<file path="src/rtl/pxmux_pkg.sv">
package pxmux_pkg;

    localparam int DEF_LANES  = 4;
    localparam int DEF_CHAN_W = 8;
    localparam int SB_W       = 3;

    typedef enum logic [1:0] {
        RATIO_1 = 2'b00,
        RATIO_2 = 2'b01,
        RATIO_8 = 2'b10,
        RATIO_4 = 2'b11
    } ratio_e;

    // pixels emitted per load period for a ratio code
    function automatic int group_len(ratio_e r, int lanes);
        case (r)
            RATIO_2: return 2;
            RATIO_4: return lanes;
            RATIO_8: return 2 * lanes;
            default: return 1;
        endcase
    endfunction

endpackage

</file>
<file path="src/rtl/pxmux_load_div.sv">
module pxmux_load_div
    import pxmux_pkg::*;
#(
    parameter int LANE_CNT = DEF_LANES
) (
    input  logic   clk,
    input  logic   rst_n,
    input  ratio_e mode_i,
    output logic   load_o,
    output ratio_e ratio_o
);
    localparam int CNT_W = $clog2(2 * LANE_CNT);

    typedef struct packed {
        logic [CNT_W-1:0] cnt;
        logic             load;
        ratio_e           ratio;
    } div_t;

    div_t st_d, st_q;

    always_comb begin
        st_d      = st_q;
        st_d.load = 1'b0;
        if ((int'(st_q.cnt) + 1) >= group_len(st_q.ratio, LANE_CNT)) begin
            st_d.cnt   = '0;
            st_d.load  = 1'b1;
            st_d.ratio = mode_i;
        end else begin
            st_d.cnt = st_q.cnt + 1'b1;
        end
    end

    always_ff @(posedge clk) begin
        if (!rst_n) begin
            st_q.cnt   <= '0;
            st_q.load  <= 1'b0;
            st_q.ratio <= RATIO_1;
        end else begin
            st_q <= st_d;
        end
    end

    assign load_o  = st_q.load;
    assign ratio_o = st_q.ratio;

    // the latched ratio only moves when a new period begins
    p_ratio_boundary_r1: assert property (@(posedge clk) disable iff (!rst_n)
        (st_q.ratio != $past(st_q.ratio)) |-> st_q.load);

    // a strobe in a multi-pixel period lasts one cycle
    p_load_gap_r2: assert property (@(posedge clk) disable iff (!rst_n)
        (st_q.load && st_q.ratio != RATIO_1) |=> !st_q.load);

endmodule

</file>
<file path="src/rtl/pxmux_capture.sv">
module pxmux_capture
    import pxmux_pkg::*;
#(
    parameter int WORD_W = 96
) (
    input  logic              clk,
    input  logic              rst_n,
    input  logic              load_i,
    input  logic [WORD_W-1:0] word_i,
    input  logic [SB_W-1:0]   sb_i,
    input  logic              index_i,
    input  ratio_e            ratio_i,
    output logic [WORD_W-1:0] word_o,
    output logic [SB_W-1:0]   sb_o,
    output logic              index_o,
    output ratio_e            ratio_o,
    output logic              start_o
);
    typedef struct packed {
        logic [WORD_W-1:0] word;
        logic [SB_W-1:0]   sb;
        logic              index;
        ratio_e            ratio;
        logic              start;
    } cap_t;

    cap_t st_d, st_q;

    always_comb begin
        st_d       = st_q;
        st_d.start = load_i;
        if (load_i) begin
            st_d.word  = word_i;
            st_d.sb    = sb_i;
            st_d.index = index_i;
            st_d.ratio = ratio_i;
        end
    end

    always_ff @(posedge clk) begin
        if (!rst_n) begin
            st_q.word  <= '0;
            st_q.sb    <= '0;
            st_q.index <= 1'b0;
            st_q.ratio <= RATIO_1;
            st_q.start <= 1'b0;
        end else begin
            st_q <= st_d;
        end
    end

    assign word_o  = st_q.word;
    assign sb_o    = st_q.sb;
    assign index_o = st_q.index;
    assign ratio_o = st_q.ratio;
    assign start_o = st_q.start;

    // the held word is the one present at the load edge
    p_capture_word_r3: assert property (@(posedge clk) disable iff (!rst_n)
        load_i |=> (st_q.word == $past(word_i)));

endmodule

</file>
<file path="src/rtl/pxmux_lane_ser.sv">
module pxmux_lane_ser
    import pxmux_pkg::*;
#(
    parameter int LANE_CNT = DEF_LANES,
    parameter int CHAN_W   = DEF_CHAN_W
) (
    input  logic                           clk,
    input  logic                           rst_n,
    input  logic [LANE_CNT*3*CHAN_W-1:0]   word_i,
    input  ratio_e                         ratio_i,
    input  logic                           index_i,
    input  logic                           start_i,
    output logic [3*CHAN_W-1:0]            pix_o,
    output logic                           is_index_o,
    output logic                           valid_o
);
    localparam int PIXEL_W = 3 * CHAN_W;
    localparam int SEL_W   = $clog2(2 * LANE_CNT);
    localparam int LANE_W  = SEL_W - 1;
    localparam int REM_W   = $clog2(2 * LANE_CNT + 1);

    logic [PIXEL_W-1:0] lane_a [LANE_CNT];
    logic [CHAN_W-1:0]  red_a  [LANE_CNT];
    logic [CHAN_W-1:0]  grn_a  [LANE_CNT];

    for (genvar l = 0; l < LANE_CNT; l++) begin : g_lane
        assign lane_a[l] = word_i[l*PIXEL_W +: PIXEL_W];
        assign red_a[l]  = lane_a[l][3*CHAN_W-1 -: CHAN_W];
        assign grn_a[l]  = lane_a[l][2*CHAN_W-1 -: CHAN_W];
    end

    typedef struct packed {
        logic [SEL_W-1:0]   idx;
        logic [REM_W-1:0]   rem;
        logic [PIXEL_W-1:0] pix;
        logic               isi;
        logic               vld;
    } ser_t;

    ser_t             st_d, st_q;
    logic [SEL_W-1:0] sel;
    logic [CHAN_W-1:0] byte_pick;

    always_comb begin
        st_d      = st_q;
        st_d.vld  = 1'b0;
        sel       = start_i ? '0 : st_q.idx;
        byte_pick = sel[0] ? red_a[sel[SEL_W-1:1]] : grn_a[sel[SEL_W-1:1]];
        if (start_i || st_q.rem != '0) begin
            st_d.vld = 1'b1;
            if (ratio_i == RATIO_8) begin
                st_d.pix = {{(PIXEL_W-CHAN_W){1'b0}}, byte_pick};
                st_d.isi = 1'b1;
            end else if (index_i) begin
                st_d.pix = {{(PIXEL_W-CHAN_W){1'b0}}, red_a[sel[LANE_W-1:0]]};
                st_d.isi = 1'b1;
            end else begin
                st_d.pix = lane_a[sel[LANE_W-1:0]];
                st_d.isi = 1'b0;
            end
            st_d.idx = sel + 1'b1;
            if (start_i) begin
                st_d.rem = REM_W'(group_len(ratio_i, LANE_CNT) - 1);
            end else begin
                st_d.rem = st_q.rem - 1'b1;
            end
        end
    end

    always_ff @(posedge clk) begin
        if (!rst_n) begin
            st_q <= '0;
        end else begin
            st_q <= st_d;
        end
    end

    assign pix_o      = st_q.pix;
    assign is_index_o = st_q.isi;
    assign valid_o    = st_q.vld;

    // an index output never carries bits above the byte
    p_index_zero_r7: assert property (@(posedge clk) disable iff (!rst_n)
        (st_q.vld && st_q.isi) |-> (st_q.pix[PIXEL_W-1:CHAN_W] == '0));

    // an 8:1 group always yields index pixels
    p_pseudo_force_r6: assert property (@(posedge clk) disable iff (!rst_n)
        (start_i && ratio_i == RATIO_8) |=> (st_q.vld && st_q.isi));

endmodule

</file>
<file path="src/rtl/pxmux_serial_top.sv">
module pxmux_serial_top
    import pxmux_pkg::*;
#(
    parameter int LANE_CNT = DEF_LANES,
    parameter int CHAN_W   = DEF_CHAN_W
) (
    input  logic                          clk,
    input  logic                          rst_n,
    input  logic [1:0]                    mode_sel,
    input  logic                          index_mode,
    input  logic                          load_in,
    input  logic [LANE_CNT*3*CHAN_W-1:0]  pix_word,
    input  logic                          blank_in,
    input  logic                          sync_in,
    input  logic                          field_in,
    output logic                          load_out,
    output logic [3*CHAN_W-1:0]           pix_out,
    output logic                          pix_is_index,
    output logic                          pix_valid,
    output logic                          blank_out,
    output logic                          sync_out,
    output logic                          field_out
);
    localparam int PIXEL_W = 3 * CHAN_W;
    localparam int WORD_W  = LANE_CNT * PIXEL_W;

    ratio_e             div_ratio, grp_ratio;
    logic [WORD_W-1:0]  grp_word;
    logic [SB_W-1:0]    grp_sb;
    logic               grp_index, grp_start;
    logic [PIXEL_W-1:0] ser_pix;
    logic               ser_isi, ser_vld;

    pxmux_load_div #(.LANE_CNT(LANE_CNT)) u_div (
        .clk     (clk),
        .rst_n   (rst_n),
        .mode_i  (ratio_e'(mode_sel)),
        .load_o  (load_out),
        .ratio_o (div_ratio)
    );

    pxmux_capture #(.WORD_W(WORD_W)) u_cap (
        .clk     (clk),
        .rst_n   (rst_n),
        .load_i  (load_in),
        .word_i  (pix_word),
        .sb_i    ({field_in, sync_in, blank_in}),
        .index_i (index_mode),
        .ratio_i (div_ratio),
        .word_o  (grp_word),
        .sb_o    (grp_sb),
        .index_o (grp_index),
        .ratio_o (grp_ratio),
        .start_o (grp_start)
    );

    pxmux_lane_ser #(.LANE_CNT(LANE_CNT), .CHAN_W(CHAN_W)) u_ser (
        .clk        (clk),
        .rst_n      (rst_n),
        .word_i     (grp_word),
        .ratio_i    (grp_ratio),
        .index_i    (grp_index),
        .start_i    (grp_start),
        .pix_o      (ser_pix),
        .is_index_o (ser_isi),
        .valid_o    (ser_vld)
    );

    typedef struct packed {
        logic [PIXEL_W-1:0] pix;
        logic               isi;
        logic               vld;
        logic [SB_W-1:0]    sb_mid;
        logic [SB_W-1:0]    sb;
    } out_t;

    out_t st_d, st_q;

    always_comb begin
        st_d        = st_q;
        st_d.pix    = ser_pix;
        st_d.isi    = ser_isi;
        st_d.vld    = ser_vld;
        st_d.sb_mid = grp_sb;
        st_d.sb     = st_q.sb_mid;
    end

    always_ff @(posedge clk) begin
        if (!rst_n) begin
            st_q <= '0;
        end else begin
            st_q <= st_d;
        end
    end

    assign pix_out      = st_q.pix;
    assign pix_is_index = st_q.isi;
    assign pix_valid    = st_q.vld;
    assign blank_out    = st_q.sb[0];
    assign sync_out     = st_q.sb[1];
    assign field_out    = st_q.sb[2];

    // a load is followed by a valid pixel two clocks later
    p_first_pixel_r8: assert property (@(posedge clk) disable iff (!rst_n)
        load_in |-> ##3 pix_valid);

endmodule

</file>
<file path="config.mk">
export PLATFORM = sky130hd
export DESIGN_NAME = pxmux_serial_top
export DESIGN_NICKNAME = d
export VERILOG_FILES = /design/src/rtl/pxmux_pkg.sv /design/src/rtl/pxmux_load_div.sv /design/src/rtl/pxmux_capture.sv /design/src/rtl/pxmux_lane_ser.sv /design/src/rtl/pxmux_serial_top.sv
export SDC_FILE = /design/constraint.sdc
export NUM_CORES = 1
export LEC_CHECK = 0
export ABC_AREA = 1
export ABC_CLOCK_PERIOD_IN_PS = 2400
export BUFFER_PORTS_ARGS = -buffer_cell sky130_fd_sc_hd__buf_4
export CORE_MARGIN = 4
export CORE_UTILIZATION = 42
export CTS_BUF_LIST = sky130_fd_sc_hd__clkbuf_4 sky130_fd_sc_hd__clkbuf_8
export DETAILED_ROUTE_END_ITERATION = 16
export SYNTH_ARGS = -nofsm -noshare
export SYNTH_HDL_FRONTEND = slang
export SYNTH_SLANG_ARGS = --single-unit
</file>
<file path="constraint.sdc">
create_clock -name clk -period 2.4 [get_ports clk]
set_input_delay 0.36 -clock clk [delete_from_list [all_inputs] [get_ports clk]]
set_output_delay 0.36 -clock clk [all_outputs]
set_load 0.05 [all_outputs]
</file>
# Yosys cells after proc, flatten, opt, wreduce, memory -nomap -nowiden
# Cells that the tools add are included.
# Widths: inputs -> output; s select.
[totals]
regBits = 174
out_inout_bits = 30
word_cells = 61
[classes]
n_addsub = 5
magnitude_cmp = 3
n_eq_ne = 6
mux = 23
bitwise_logic = 3
n_reduce_logical = 3
[ops]
columns = ["cell", "n"]
rows = [
  ["$mux 8", 7],
  ["$mux 25", 2],
  ["$bmux 24 s2", 1],
  ["$bmux 8 s2", 3],
  ["$mux 24", 2],
  ["$ge 32x5->1", 1],
  ["$pmux 4 s3", 2],
  ["$mux 4", 3],
  ["$eq 2x2->1 const B", 4],
  ["$add 3x1->3 const B", 2],
  ["$ge 3x3->1 const B", 2],
  ["$mux 3", 2],
  ["$not 2->3", 2],
  ["$add 3x1->4 const B", 1],
  ["$eq 2x1->1 const B", 2],
  ["$reduce_bool 4->1", 1],
  ["$sub 4x1->4 const B", 1],
  ["$sub 4x2->4 const B", 1],
  ["$reduce_or 2->1", 1],
  ["$logic_or 1x1->1", 1],
  ["$mux 1", 1],
  ["$not 1->1", 1],
]

# Longest topological paths before layout
# Gate-level depths: netlist of run 1.
[depth]
ltp_word = 7
mapped_depth = 11

# Cells and area by module
# A second synthesis of run 1 with hierarchy kept.
[unflattened]
hier_cells = 1345
area_unflattened_um2 = 8673.3
[modules_own_cells]
columns = ["module", "n_inst", "cells_per_inst", "area_each_um2", "seq_area_each_um2"]
rows = [
  ["pxmux_capture", 1, 649, 4246.6, 2062.0],
  ["pxmux_lane_ser", 1, 548, 3134.3, 660.6],
  ["pxmux_serial_top", 1, 99, 914.6, 640.6],
  ["pxmux_load_div", 1, 49, 377.9, 120.1],
]

# Worst setup path before layout of run 1
# OpenSTA, ideal clock, no wires.
[synth_timing]
path_type = "register to register"
from = "register u_div.st_q[3] in the netlist's numbering"
to = "register u_div.st_q (netlist bit u_div.ratio_o[0])"
t_arrival_ns = 1.751
path_slack_ns = 0.574
path_stages_with_launch = 10
path_buffers = 0
cell_sequence = "dfxtp_1 > ha_1 > or2_2 > nand2_1 > ha_1 > a21oi_1 > o21ai_0 > a21oi_1 > nand3_1 > o21ai_0"
[synth_between]
elab_chain_len = 2
[synth_lines]
columns = ["element", "line", "source"]
rows = [
  ["from (decl)", "pxmux_load_div.sv:20", "div_t st_d, st_q;"],
  ["from (signal assigned)", "pxmux_load_div.sv:40", "st_q <= st_d;"],
  ["$add 3x1->4", "pxmux_load_div.sv:25", "if ((int'(st_q.cnt) + 1) >= group_len(st_q.ratio, LANE_CNT)) begin"],
  ["$ge 32x5->1", "pxmux_load_div.sv:25", ""],
]
# Every way passes these cells.
# A chain may end at the register's enable or synchronous reset.

# Worst setup path in the final report of run 1
[layout_timing]
from = "register u_div.st_q[3] in the netlist's numbering"
to = "register u_div.st_q (netlist bit u_div.ratio_o[1])"
# The elaborated chain is that of the path after synthesis.

==> results.toml, run 1 <==
[layout]
nets = 1252
antenna_cells = 0
area_growth_pct = 22.0
drive_gt1_frac = 0.172
fin_util = 0.520
fin_area_um2 = 8960
n_fill_cell = 1712

[clock_tree]
cts_buffer_depth = 2
cts_made_buffers = 17
clk_latency_ns = 0.46
htreeDepth = 4
ctsHoldBuffers = 0
clk_pin_slew_worst_paths_ns = 0.09
cts_tree = "built"
clock-root-buffer = "clkbuf_8"
cts_repair_resize_count = 0
cts.sinks = 174
cts_setup_buffers = 0

[drt]
vias = 6869
postRouteAntennaNets = 0
dr.pass1.iters = 5
routed.top_layer = "met4"
met1_length_um = 9070
wl_per_cell_um = 14.4
route.detailed.drc = 0
dr_wl_met3_um = 1100
wl_um = 19800
wl_met2_um = 9330
drt_iter0_drc = 437
via_per_inst = 4.99

[worst_setup_path]
max_stage_delay_ns = 0.35
critPathCaptureType = "flop"
cp.arrival_ns = 2.44
path_cells = "ha_1, or2_2, nand2_1, ha_1, a21oi_1, o21ai_0, a21oi_1, nand3_1, o21ai_0"
startpoint_type = "flop"
worstPathRequired_ns = 2.79
critPathKind = "reg -> reg"
cpMaxStageDelayCell = "dfxtp_1"
crit_fanout = 5

[power_and_ir_drop]
report.power.total_mw = 8.55
power_density_nw_per_um2 = 953
ir_worst_vdd_v = 0.000564
leakagePower_nw = 4.37

[sta]
fin_crit_ns = 2.05
drv_slew = 0
worstMarginPinSlew_ns = 0.749
worst_hold_slack_ns = 0.0971
grt_setup_unrepaired = "false"
fmax_ghz = 0.488
tns_ns = 0
finalClockSkew_ns = 0.00954
hold_violations = 0
final.period_utilization = 0.853
setup_viol = 0
slew_headroom = 0.499

[floorplanning]
start_util = 0.426
die_h_um = 140
dieArea_um2 = 19700
dieWidth_um = 140
ios = 135
rows = 48
coreArea_um2 = 17200

[global_routing]
grt_max_degree = 78
grt_pass1_vias = 6421
antenna_found_initial = 0
grt_pass1_wl_um = 32100
grt_overflow = 0
track_usage = 0.202

[synthesis]
syn_inst = 1034
avgSynthCellArea_um2 = 7.11
synth_area_um2 = 7350
synth_area_leaders = "dfxtp_1 (47%), nand2_1 (9.6%), nand3_1 (8.9%)"
yosysUniqueCellTypes = 30
synth_top_area_frac = 0.474
synth_top_area_cell = "dfxtp_1"
synth_warnings = 0
synth-seq-cells = 174
ys_seq_area_frac = 0.474
syn_nets = 1147

[status]
status = "finished, final reports clean"

[worst_hold_path]
hold_class = "in -> reg"

[placement]
port_buffers = 134
placed_area_um2 = 8550
gp_congestion = 0.870
dp_hpwl_um = 14300

[job]
max-cap-violations = 0
-- worst max-delay path, delay by kind of cell, from the launching register on --
family                   cells  cell delay, ns
AO/OA/AOI/OAI                4            0.59
AND/OR/NAND/NOR              3            0.57
adder cells (fa/ha/maj)      2            0.46
flip-flops                   1            0.35
-- registers in the layout (all words and copies together), names as in the netlist --
name / count
u_cap.word_o: 96
pix_out: 24
u_ser.pix_o: 24
u_ser.st_q: 7
st_d: 3
u_cap.sb_o: 3
u_div.st_q: 3
u_cap.ratio_o: 2
u_div.ratio_o: 2
blank_out: 1
field_out: 1
pix_is_index: 1
pix_valid: 1
sync_out: 1
u_cap.index_o: 1
u_cap.start_o: 1
u_div.load_o: 1
u_ser.is_index_o: 1
u_ser.valid_o: 1
-- cell usage after synthesis --
cell type  instances
nand4_1            1
or2_2              2
and3_1             1
nand2_1          188
buf_4              1
clkbuf_1          45
nand2_2            2
nand3_2            1
nand3_1          131
xnor2_1            1
xor2_1             1
a31oi_1            1
clkinv_1           2
nor2_1            82
a211oi_1           1
nor3_4             1
nor2_2             1
o21ai_0          123
o21a_1             1
ha_1               8
buf_1              4
o22ai_1           11
inv_2              4
buf_2             17
nor3_1             2
nor2_4             1
a21oi_1           99
inv_1            127
buf_6              1
dfxtp_1          174
-- placed cells by master, fill, tap and decap left out, types with 2 or more instances in the layout --
cell type	n
nand2_1	188
buf_4	150
or2_2	2
clkinv_2	2
buf_12	4
nor2_1	82
nand2_2	2
o22ai_1	11
inv_1	127
clkinvlp_4	2
ha_1	8
a21oi_1	99
bufinv_16	2
inv_6	2
clkbuf_8	22
nor3_1	2
o21ai_0	123
nand3_1	131
dfxtp_1	174
inv_2	4
-- layout make-up --
type | instances | area (um^2) | area share
clock buffer | 23 | 310 | 0.0346
clock inverter | 8 | 103 | 0.0114
inverter | 133 | 502 | 0.0560
multi-input combinational | 659 | 3080 | 0.343
sequential | 174 | 3480 | 0.389
tap | 225 | 282 | 0.0314
timing repair buffer | 154 | 1210 | 0.135
-- cell families (layout without fill, tap and decap cells) --
family,count (synthesis),in the layout,synth area share
AO/OA/AOI/OAI,236,236,0.163
adder cells (fa/ha/maj),8,8,0.0136
buffers and inverters,201,318,0.107
AND/OR/NAND/NOR,413,413,0.240
flip-flops,174,174,0.474
XOR/XNOR,2,2,0.00238
-- stage by stage --
step                setup WS, ns  cells
floorplan                  0.574   1034
finish                     0.352   1376
detailed placement         0.394   1345
global placement           0.456   1345
CTS                        0.338   1376
global route               0.159   1376
-- per-layer routing --
metal  GRT usage  vias to the layer above
li1            -                     3546
met1       0.269                     3120
met2       0.328                      178
met3      0.0478                       25
met4      0.0571                        0
met5           0                        -
-- report_power, final --
group	leakage [nW]	total, mW	internal (mW)	switching (mW)
Combinational	2.72	2.99	0.997	1.99
Sequential	1.44	3.45	3.31	0.144
Clock	0.208	2.10	1.07	1.03
-- path summary, 6_finish.rpt --
path                 start               end  slack [ns]  depth (start not counted)
max reg2reg  u_div.st_q[3]  u_div.ratio_o[1]        0.35                          9
min reg2reg  u_ser.valid_o         pix_valid        0.42                          2
max          u_div.st_q[3]  u_div.ratio_o[1]        0.35                          9
min               field_in     u_cap.sb_o[2]         0.1                          3
(Power assumes the default switching activity.)
==> run 2, diff against run 1 <==
CAP_MARGIN = 20   (was default)
CORE_ASPECT_RATIO = 1.1   (was default)
==> results.toml, run 2 (same netlist as run 1, synthesis figures left out) <==
[floorplanning]
ios = 135
coreArea_um2 = 17100
rows = 50
die_h_um = 147
start_util = 0.430
dieWidth_um = 134
dieArea_um2 = 19700

[worst_setup_path]
startpoint = "u_div.st_q[3]"
r2r_slack_ns = 0.32
path_buf_inv = 0
startpoint_type = "flop"
cp.arrival_ns = 2.46
cp.depth = 9
crit_fanout = 5
r2r_start = "u_div.st_q[3]"
worstPathRequired_ns = 2.79
worstSetupEndpoint = "u_div.ratio_o[0]"
critPathKind = "reg -> reg"
path_cells = "ha_1, or2_2, nand2_1, ha_1, a21oi_1, o21ai_0, a21oi_1, nand3_1, o21ai_0"
crit_family = "compound AO/OA/AOI/OAI gates"
critPathCaptureType = "flop"
cpMaxStageDelayCell = "dfxtp_1"
max_stage_delay_ns = 0.35
reg2reg_depth = 9
r2r-end = "u_div.ratio_o[0]"

[sta]
final.period_utilization = 0.865
fin_crit_ns = 2.08
worst_hold_slack_ns = 0.110
drv_slew = 0
slew_headroom = 0.552
setup_viol = 0
tns_ns = 0
worstMarginPinSlew_ns = 0.670
setup_ws_ns = 0.325
grt_setup_unrepaired = "false"
finalClockSkew_ns = 0.0122
hold_violations = 0
fmax_ghz = 0.482

[clock_tree]
clk_pin_slew_worst_paths_ns = 0.08
cts_made_buffers = 17
clock-root-buffer = "clkbuf_8"
cts.sinks = 174
htreeDepth = 4
cts_tree = "built"
clk_latency_ns = 0.46
cts_buffer_depth = 2

[status]
status = "finished, final reports clean"

[placement]
placed_area_um2 = 8570
dp_worst_setup_slack_ns = 0.267
port_buffers = 134
dp_hpwl_um = 14300
gp_congestion = 0.823

[layout]
area_growth_pct = 21.9
drive_gt1_frac = 0.174
fin_area_um2 = 8960
largest_register_ffs = 96
nets = 1253
final_common_cell = "nand2_1"
fin_util = 0.525
antenna_cells = 0
final_cell_mix = "nand2_1 (188), dfxtp_1 (174), buf_4 (151)"

[drt]
route.detailed.drc = 0
vias = 6791
drt_iter0_drc = 558
wl_um = 19700
postRouteAntennaNets = 0
via_per_inst = 4.90
dr.pass1.iters = 5
wl_per_cell_um = 14.2

[global_routing]
grt_overflow = 0
antenna_found_initial = 0
grt_pass1_vias = 6248
grt_pass1_wl_um = 32100
track_usage = 0.202
grt_max_degree = 57

[power_and_ir_drop]
power_density_nw_per_um2 = 940
leakagePower_nw = 4.36
ir_worst_vdd_v = 0.000453

[job]
max-cap-violations = 0

[worst_hold_path]
hold_class = "in -> reg"
run 2: cell count changes in the layout (fill, tap and decap cells not counted), sizes merged:
cell	before	now
clkinv	3	5
buf	154	155
bufinv	2	1
clkinvlp	2	3
inv	134	133
run 2: worst reg2reg max path, stage by stage (launching register included):
cell and delay (ns):
dfxtp_1 0.35, ha_1 0.22, or2_2 0.31, nand2_1 0.07, ha_1 0.25, a21oi_1 0.15, o21ai_0 0.11, a21oi_1 0.17
nand3_1 0.19, o21ai_0 0.20
run 2: timing repair:
item | CTS | global route
buffers inserted | 0 | 0
hold buffers | 0 | 0
setup endpoints to repair | 0 | 1
hold endpoints to repair | 0 | 0
gates resized for setup | 0 | 1
run 2: power by group:
part	switching [mW]	internal [mW]	total, mW
Clock	1.03	0.952	1.98
Combinational	1.97	1.00	2.98
Sequential	0.160	3.31	3.47
run 2: stage by stage:
stage | total power, mW | std cells
6_report | 8.43 | 1387
2_1_floorplan | 5.61 | 1034
3_3_place_gp | 6.50 | 1355
5_1_grt | 9.00 | 1387
3_5_place_dp | 6.50 | 1355
4_1_cts | 8.48 | 1387
run 2: worst min-delay path by stage:
stage,from,end,slack (ns),depth (start not counted)
after floorplan,st_d[0],blank_out,0.39,2
after global placement,st_d[1],sync_out,0.39,2
after detailed placement,st_d[0],blank_out,0.40,2
after CTS,field_in,u_cap.sb_o[2],0.08,3
after global routing,pix_word[2],u_cap.word_o[2],0.1,3
final,field_in,u_cap.sb_o[2],0.11,3
run 2: layout make-up:
cell class / instances / area, um^2
clock inverter: 9 / 82.6
inverter: 133 / 505
multi-input combinational: 659 / 3080
fill: 1734 / 8120
timing repair buffer: 155 / 1210
tap: 234 / 293
clock buffer: 23 / 304
sequential: 174 / 3480
run 2: per-layer routing:
metal | wire [um] | vias to the layer above | global-route usage
met5 | 0 | - | 0
met4 | 420 | 0 | 0.0708
met3 | 1150 | 30 | 0.0404
met2 | 8350 | 219 | 0.294
met1 | 9830 | 3003 | 0.297
li1 | - | 3539 | -
